### src/rtl/rxerr_pkg.sv
package rxerr_pkg;
  localparam int unsigned RXE_NSRC = 7;
  localparam int unsigned SRC_VALID   = 0;
  localparam int unsigned SRC_PARITY  = 1;
  localparam int unsigned SRC_BIPHASE = 2;
  localparam int unsigned SRC_CONF    = 3;
  localparam int unsigned SRC_QCRC    = 4;
  localparam int unsigned SRC_CCRC    = 5;
  localparam int unsigned SRC_UNLOCK  = 6;

  typedef logic [RXE_NSRC-1:0] src_vec_t;

  // Any flag present whose mask bit is clear.
  function automatic logic any_unmasked(src_vec_t flags, src_vec_t mask);
    return |(flags & ~mask);
  endfunction

  // Sources that feed the frame-rate pin.
  function automatic src_vec_t frame_sel();
    src_vec_t s;
    s = '0;
    s[SRC_PARITY]  = 1'b1;
    s[SRC_BIPHASE] = 1'b1;
    s[SRC_UNLOCK]  = 1'b1;
    return s;
  endfunction

  function automatic logic frame_fault(src_vec_t flags);
    return |(flags & frame_sel());
  endfunction

  // One status bit: a set event wins over a clearing read.
  function automatic logic stat_next(logic cur, logic set, logic clr);
    return set | (cur & ~clr);
  endfunction
endpackage

### src/rtl/rxerr_sfpin.sv
module rxerr_sfpin
  import rxerr_pkg::*;
(
  input  logic     clk,
  input  logic     rst_n,
  input  logic     sf_stb,
  input  src_vec_t flags,
  input  src_vec_t mask,
  output logic     err_q
);
  logic eval_now;
  assign eval_now = any_unmasked(flags, mask);

  always_ff @(posedge clk) begin
    if (!rst_n)      err_q <= 1'b0;
    else if (sf_stb) err_q <= eval_now;
  end
endmodule

### src/rtl/rxerr_frpin.sv
module rxerr_frpin
  import rxerr_pkg::*;
(
  input  logic     clk,
  input  logic     rst_n,
  input  logic     fr_stb,
  input  src_vec_t flags,
  output logic     nv_q
);
  logic fault_now;
  assign fault_now = frame_fault(flags);

  always_ff @(posedge clk) begin
    if (!rst_n)      nv_q <= 1'b0;
    else if (fr_stb) nv_q <= fault_now;
  end
endmodule

### src/rtl/rxerr_stat.sv
module rxerr_stat
  import rxerr_pkg::*;
(
  input  logic     clk,
  input  logic     rst_n,
  input  logic     sf_stb,
  input  src_vec_t flags,
  input  src_vec_t enable,
  input  logic     rd_stb,
  output src_vec_t stat_q,
  output logic     irq_act
);
  src_vec_t set_ev;
  src_vec_t stat_d;

  assign set_ev = sf_stb ? (flags & enable) : '0;

  for (genvar i = 0; i < RXE_NSRC; i++) begin : g_bit
    assign stat_d[i] = stat_next(stat_q[i], set_ev[i], rd_stb);
    always_ff @(posedge clk) begin
      if (!rst_n) stat_q[i] <= 1'b0;
      else        stat_q[i] <= stat_d[i];
    end
  end

  always_ff @(posedge clk) begin
    if (!rst_n) irq_act <= 1'b0;
    else        irq_act <= |stat_d;
  end
endmodule

### src/rtl/rxerr_irqdrv.sv
module rxerr_irqdrv (
  input  logic act,
  input  logic pol,
  input  logic od,
  output logic pin,
  output logic oe
);
  assign pin = act ? pol : ~pol;
  assign oe  = od ? act : 1'b1;
endmodule

### src/rtl/rxerr_report.sv
module rxerr_report
  import rxerr_pkg::*;
(
  input  logic                clk,
  input  logic                rst_n,
  input  logic [RXE_NSRC-1:0] cond_i,
  input  logic                sf_stb_i,
  input  logic                fr_stb_i,
  input  logic [RXE_NSRC-1:0] err_mask_i,
  input  logic [RXE_NSRC-1:0] irq_en_i,
  input  logic                rd_stb_i,
  input  logic                irq_pol_i,
  input  logic                irq_od_i,
  output logic                rx_err_o,
  output logic                nv_err_o,
  output logic [RXE_NSRC-1:0] stat_o,
  output logic                irq_o,
  output logic                irq_oe_o
);
  logic irq_act;

  rxerr_sfpin u_sf (
    .clk(clk), .rst_n(rst_n), .sf_stb(sf_stb_i),
    .flags(cond_i), .mask(err_mask_i), .err_q(rx_err_o)
  );

  rxerr_frpin u_fr (
    .clk(clk), .rst_n(rst_n), .fr_stb(fr_stb_i),
    .flags(cond_i), .nv_q(nv_err_o)
  );

  rxerr_stat u_st (
    .clk(clk), .rst_n(rst_n), .sf_stb(sf_stb_i), .flags(cond_i),
    .enable(irq_en_i), .rd_stb(rd_stb_i), .stat_q(stat_o), .irq_act(irq_act)
  );

  rxerr_irqdrv u_drv (
    .act(irq_act), .pol(irq_pol_i), .od(irq_od_i),
    .pin(irq_o), .oe(irq_oe_o)
  );
endmodule

### config.mk
export PLATFORM = sky130hd
export DESIGN_NAME = rxerr_report
export DESIGN_NICKNAME = d
export VERILOG_FILES = /design/src/rtl/rxerr_pkg.sv /design/src/rtl/rxerr_sfpin.sv /design/src/rtl/rxerr_frpin.sv /design/src/rtl/rxerr_stat.sv /design/src/rtl/rxerr_irqdrv.sv /design/src/rtl/rxerr_report.sv
export SDC_FILE = /design/constraint.sdc
export NUM_CORES = 1
export LEC_CHECK = 0
export BUFFER_PORTS_ARGS = -buffer_cell sky130_fd_sc_hd__buf_2
export CAP_MARGIN = 20
export CORE_UTILIZATION = 37
export CTS_BUF_LIST = sky130_fd_sc_hd__clkbuf_16
export CTS_CLUSTER_SIZE = 25
export DETAILED_ROUTE_END_ITERATION = 10
export GPL_TIMING_DRIVEN = 0
export PLACE_DENSITY = 0.83
export RECOVER_POWER = 25
export SETUP_SLACK_MARGIN = 0.05
export SLEW_MARGIN = 20
export SYNTH_ARGS = -nofsm -noshare
export SYNTH_HDL_FRONTEND = slang
export SYNTH_HIERARCHICAL = 1
export SYNTH_SLANG_ARGS = --single-unit
### constraint.sdc
create_clock -name clk -period 1.6 [get_ports clk]
set_clock_uncertainty 0.2 [all_clocks]
set_input_delay 0.4 -clock clk [delete_from_list [all_inputs] [get_ports clk]]
set_output_delay 0.4 -clock clk [all_outputs]
set_load 0.02 [all_outputs]
==> run summary, run 1 <==
GRT Util Overall: 21.1%
number of endpoints failing setup at the final stage: 0
wire length of the first global-routing pass: 1970 microns
count of cell types in the netlist: 20
Max clock buf depth: 2
# H-tree levels: 1
register share of total power: 32.4%
number of sinks on the clock net: 10
Ys Warns: 6
max-capacitance violation count: 0
Die W: 38.5 microns
TritonCTS clock tree: yes
portion of total power attributed to the clock network: 51.5%
total number of placement rows: 12
most frequent standard cell in the layout excluding fill and tap cells: sky130_fd_sc_hd__buf_2
DIE AREA: 1490 sq um
average footprint of a synthesized cell: 8.67 sq um
total of hold buffers inserted after clock tree synthesis: 0
final hold violation count: 0
effective utilization at floorplan: 42.2%
RSZ-0062 raised after global routing: false
Syn Nets: 85
internal power summed over all cells: 0.650 mW
commonest cells after routing, fill and taps aside: 37 x sky130_fd_sc_hd__buf_2, 10 x sky130_fd_sc_hd__dfxtp_1, 9 x sky130_fd_sc_hd__o21ai_0, 9 x sky130_fd_sc_hd__inv_1, 7 x sky130_fd_sc_hd__nand3_1
pin slew with the least headroom to its limit: 0.363 ns
via count of the first global-routing pass: 527
share of post-route cells with drive strength above 1: 46.9%
number of buffers inserted by post-CTS setup repair: 0
Cell Area, Synth: 494 sq um
Crit. End Element: output pin
post-placement cell area: 702 sq um
highest clock rate: 685 MHz
Starting DRT DRC Count: 10
switching power share of the total: 22.4%
worst-case vdd ir drop: 779 uV
PortBufs: 38
CTS Buf Count: 3
half-perimeter wire length of the detailed placement result: 1010 microns
maximum number of pins on one net before global-route repair: 11
run status: finished, final reports clean
class of the most critical hold timing path: input port to flip-flop
kind of cell with the highest combined delay on the critical path: flip-flops
combinational group share of total power: 16.2%
I/O Pins: 39
clock latency at the later pin of the worst-skew pair: 0.23 ns
critical path start-end classification: flip-flop to output pin
count of nets left with antenna violations after detail routing: 0
worst path arrival time: 0.86 ns
Crit Path Max Fanout: 2
number of antenna violations at the first check in global routing: 0
pins over their slew limit: 0
signed area change from the synthesized netlist to the final layout: 57.0%
# resized after CTS: 0
post-DR wirelength/cell: 12.3 microns
net switching power of the design: 0.188 mW
clk slew on worst S/H paths: 0.04 ns
chip height: 38.5 microns
Seq/Total Area, Yosys: 40.5%
setup TNS: 0 ns
DR vias: 574
Root Driver: sky130_fd_sc_hd__clkbuf_16
slowest CP cell: sky130_fd_sc_hd__dfxtp_1
cell chain of the critical path: xnor2_1 > buf_2
Core Area: 1170 sq um
cell area power density: 1080 nW/um^2
number of filler cells placed in the layout: 110
final non-filler cell area: 776 sq um
Final min period: 1.46 ns
Static Leak: 0.377 nW
required time at the worst-slack endpoint: 1.00 ns
part of the cycle the worst path needs: 91.3%
Detailed Route WL: 1380 microns
iteration count of the initial detailed-routing pass: 4
drc violations: 0
total inserted antenna cells: 0
final layout net count: 128
headroom to the max-slew limit: 75.8%
overflow left after global routing: 0
mean number of vias per cell: 5.13
worst stage delay on the critical path: 0.30 ns
gp weighted congestion: 0.729
instance count of the mapped netlist: 57
crit path buf inv count: 1
Critical Path Source Type: flip-flop
post-synthesis sequential element count: 10
## sequential cells by signal, indices dropped and copies added (netlist names)
signal / cells
u_fr/nv_q: 1
u_sf/err_q: 1
u_st/irq_act: 1
u_st/stat_q: 7
## through the flow
stage          hold slack, ns  total power [mW]  util (%)  std cells  setup WS (ns)
6_report                0.165             0.838      66.2        112          0.140
5_1_grt                 0.175             0.882      66.2        112          0.103
4_1_cts                 0.162             0.849      66.3        112          0.134
3_5_place_dp            0.332             0.409      59.9        109          0.158
3_3_place_gp            0.319             0.407      59.9        109          0.180
2_1_floorplan           0.289             0.342         -         57          0.231
## cell type report
| cell class | instances | area, sq um | area share, % |
|---|---|---|---|
| tap | 14 | 17.5 | 2.26 |
| timing repair buffer | 38 | 189 | 24.4 |
| multi-input combinational | 37 | 256 | 33.1 |
| clock buffer | 3 | 75.1 | 9.68 |
| sequential | 10 | 200 | 25.8 |
| inverter | 10 | 37.5 | 4.84 |
## Yosys cell counts (all sizes together)
master   instances  share of area [%]
nand2b           2                2.5
nor3             2                3.0
xnor2            1                1.8
a41oi            1                1.8
a21boi           1                1.5
dfxtp           10                 41
a21oi            1                1.0
nor2b            3                5.3
nand3            7                7.1
a22oi            1                1.5
a2111oi          1                5.6
nor4             1                2.5
o21ai            9                9.1
and2             7                9.1
inv             10                7.6
## metal layers
layer | GRT usage, % | vias up | wire [microns]
met2 | 36.3 | 42 | 685
met3 | 9.88 | 6 | 137
met1 | 18.8 | 248 | 516
li1 | - | 278 | -
met4 | 15.5 | 0 | 42
met5 | 0 | - | 0
## cell families after synthesis
logic type                Yosys count  share of synthesized area (%)
and+or+nand+nor                    22                           29.6
AOI/OAI and AO/OA                  14                           20.5
DFF                                10                           40.5
buffers and inverters              10                           7.59
xor gates and xnor gates            1                           1.77
## power groups by stage
| stage | sequential [mW] | combinational (mW) | clock, mW |
|---|---|---|---|
| after floorplan | 0.288 | 0.0546 | 0 |
| after global placement | 0.274 | 0.133 | 0 |
| after detailed placement | 0.274 | 0.135 | 0 |
| after CTS | 0.271 | 0.137 | 0.442 |
| after global routing | 0.272 | 0.147 | 0.463 |
| final | 0.271 | 0.136 | 0.431 |
## final timing paths
check	startpoint	endpoint	slack [ns]	cells past startpoint
worst max-delay path	u_st/irq_act	irq_o	0.14	2
worst min-delay path	fr_stb_i	u_fr/nv_q	0.16	2
worst max register to register	u_st/stat_q[2]	u_st/irq_act	0.40	4
worst min register to register	u_sf/err_q	u_sf/err_q	0.38	2
Note: power is estimated with default switching activity, not from simulation.
==> run 2: changes to the inputs <==
--- a/config.mk
+++ b/config.mk
@@ -7,12 +7,14 @@
 export LEC_CHECK = 0
 export BUFFER_PORTS_ARGS = -buffer_cell sky130_fd_sc_hd__buf_2
 export CAP_MARGIN = 20
-export CORE_UTILIZATION = 37
+export CELL_PAD_IN_SITES_DETAIL_PLACEMENT = 1
+export CELL_PAD_IN_SITES_GLOBAL_PLACEMENT = 1
+export CORE_UTILIZATION = 24
 export CTS_BUF_LIST = sky130_fd_sc_hd__clkbuf_16
 export CTS_CLUSTER_SIZE = 25
 export DETAILED_ROUTE_END_ITERATION = 10
 export GPL_TIMING_DRIVEN = 0
-export PLACE_DENSITY = 0.83
+export PLACE_DENSITY = 0.81
 export RECOVER_POWER = 25
 export SETUP_SLACK_MARGIN = 0.05
 export SLEW_MARGIN = 20
==> run summary, run 2 (synthesis results as in run 1) <==
overall power: 0.854 mW (was 0.838 mW)
clk slew on worst S/H paths: 0.04 ns (about the same)
worst path arrival time: 0.86 ns (about the same)
most frequent standard cell in the layout excluding fill and tap cells: sky130_fd_sc_hd__buf_2 (unchanged)
mean number of vias per cell: 4.50 (was 5.13)
Crit. End Element: output pin (unchanged)
DIE AREA: 2240 sq um (was 1490 sq um)
class of the most critical hold timing path: input port to flip-flop (unchanged)
number of buffers inserted by post-CTS setup repair: 0 (unchanged)
cell area power density: 1080 nW/um^2 (about the same)
wire length of the first global-routing pass: 2190 microns (was 1970 microns)
pins over their slew limit: 0 (unchanged)
CTS Buf Count: 3 (unchanged)
critical path start-end classification: flip-flop to output pin (unchanged)
overflow left after global routing: 0 (unchanged)
register-to-register path setup slack: 0.39 ns (was 0.40 ns)
number of sinks on the clock net: 10 (unchanged)
final hold violation count: 0 (unchanged)
share of post-route cells with drive strength above 1: 46.5% (was 46.9%)
RSZ-0062 raised after global routing: false (unchanged)
count of nets left with antenna violations after detail routing: 0 (unchanged)
final layout net count: 128 (unchanged)
Critical Path Source Type: flip-flop (unchanged)
total of hold buffers inserted after clock tree synthesis: 0 (unchanged)
worst-case vdd ir drop: 493 uV (was 779 uV)
PortBufs: 38 (unchanged)
effective utilization at floorplan: 25.5% (was 42.2%)
Static Leak: 0.380 nW (was 0.377 nW)
setup TNS: 0 ns (unchanged)
commonest cells after routing, fill and taps aside: 38 x sky130_fd_sc_hd__buf_2, 10 x sky130_fd_sc_hd__dfxtp_1, 9 x sky130_fd_sc_hd__o21ai_0, 9 x sky130_fd_sc_hd__inv_1, 7 x sky130_fd_sc_hd__nand3_1 (was 37 x sky130_fd_sc_hd__buf_2, 10 x sky130_fd_sc_hd__dfxtp_1, 9 x sky130_fd_sc_hd__o21ai_0, 9 x sky130_fd_sc_hd__inv_1, 7 x sky130_fd_sc_hd__nand3_1)
max reg flops: 7 (unchanged)
pin slew with the least headroom to its limit: 0.311 ns (was 0.363 ns)
gp weighted congestion: 0.728 (was 0.729)
signed area change from the synthesized netlist to the final layout: 60.3% (was 57.0%)
Detailed Route WL: 1580 microns (was 1380 microns)
headroom to the max-slew limit: 79.1% (was 75.8%)
Root Driver: sky130_fd_sc_hd__clkbuf_16 (unchanged)
run status: finished, final reports clean (unchanged)
post-DR wirelength/cell: 12.5 microns (was 12.3 microns)
Core Area: 1940 sq um (was 1170 sq um)
TritonCTS clock tree: yes (unchanged)
Crit Path Max Fanout: 2 (unchanged)
Die W: 47.4 microns (was 38.5 microns)
chip height: 47.4 microns (was 38.5 microns)
part of the cycle the worst path needs: 91.3% (about the same)
GRT Util Overall: 14.8% (was 21.1%)
half-perimeter wire length of the detailed placement result: 1210 microns (was 1010 microns)
Hold Slack: 0.145 ns (was 0.165 ns)
largest reg by FF count: u_st/stat_q (unchanged)
clock latency at the later pin of the worst-skew pair: 0.24 ns (was 0.23 ns)
highest clock rate: 685 MHz (about the same)
via count of the first global-routing pass: 556 (was 527)
Max clock buf depth: 2 (unchanged)
drc violations: 0 (unchanged)
required time at the worst-slack endpoint: 1.00 ns (about the same)
Final min period: 1.46 ns (about the same)
# resized after CTS: 0 (unchanged)
maximum number of pins on one net before global-route repair: 11 (unchanged)
# H-tree levels: 1 (unchanged)
number of antenna violations at the first check in global routing: 0 (unchanged)
DR vias: 567 (was 574)
total number of placement rows: 16 (was 12)
I/O Pins: 39 (unchanged)
Starting DRT DRC Count: 2 (was 10)
number of endpoints failing setup at the final stage: 0 (unchanged)
total inserted antenna cells: 0 (unchanged)
iteration count of the initial detailed-routing pass: 2 (was 4)
max-capacitance violation count: 0 (unchanged)
number of filler cells placed in the layout: 252 (was 110)
==> run 2: cell count changes in the layout (fill, tap and decap cells not counted), sizes merged <==
cell,delta
buf,+1
clkbuf,-1
clkinv,+1
==> run 2: final timing paths <==
| check | cells after the start | start | endpoint |
|---|---|---|---|
| max | 2 | u_st/irq_act | irq_o |
| max reg2reg | 4 | u_st/stat_q[6] | u_st/irq_act |
| min reg2reg | 2 | u_fr/nv_q | u_fr/nv_q |
| min | 2 | fr_stb_i | u_fr/nv_q |
==> run 2: layout make-up <==
class | count | area [sq um] | share of cell area, %
Timing Repair Buffer | 38 | 190 | 24.0
Clock buffer | 3 | 75.1 | 9.48
Clock inverter | 1 | 3.75 | 0.474
Sequential cell | 10 | 200 | 25.3
Tap cell | 27 | 33.8 | 4.27
Multi-Input combinational cell | 37 | 251 | 31.8
Inverter | 10 | 37.5 | 4.74
==> run 2: layer usage <==
layer / GRT usage (%) / vias up / part of all wire, %
met1: 14.3 / 259 / 37
met4: 6.86 / 0 / 0.95
met5: 0 / - / 0
met2: 28.5 / 29 / 52
li1: - / 276 / -
met3: 3.85 / 3 / 9.2
==> run 2: power breakdown <==
part / internal (mW) / switching (mW)
logic: 0.0628 / 0.0744
registers: 0.264 / 0.00631
clock network: 0.328 / 0.118
total: 0.655 / 0.199
==> run 2: through the flow <==
step / instances / util (%) / setup WS, ns / area, sq um
floorplan: 57 / - / 0.231 / 494
global placement: 122 / 37.0 / 0.162 / 718
detailed placement: 122 / 37.0 / 0.136 / 718
CTS: 126 / 41.0 / 0.131 / 797
global route: 126 / 40.8 / 0.0780 / 792
finish: 126 / 40.8 / 0.139 / 792
==> run 2: worst max-delay path: stages, from the launching register on <==
cell	delay [ns]
sky130_fd_sc_hd__dfxtp_1	0.31
sky130_fd_sc_hd__xnor2_1	0.14
sky130_fd_sc_hd__buf_2	0.18
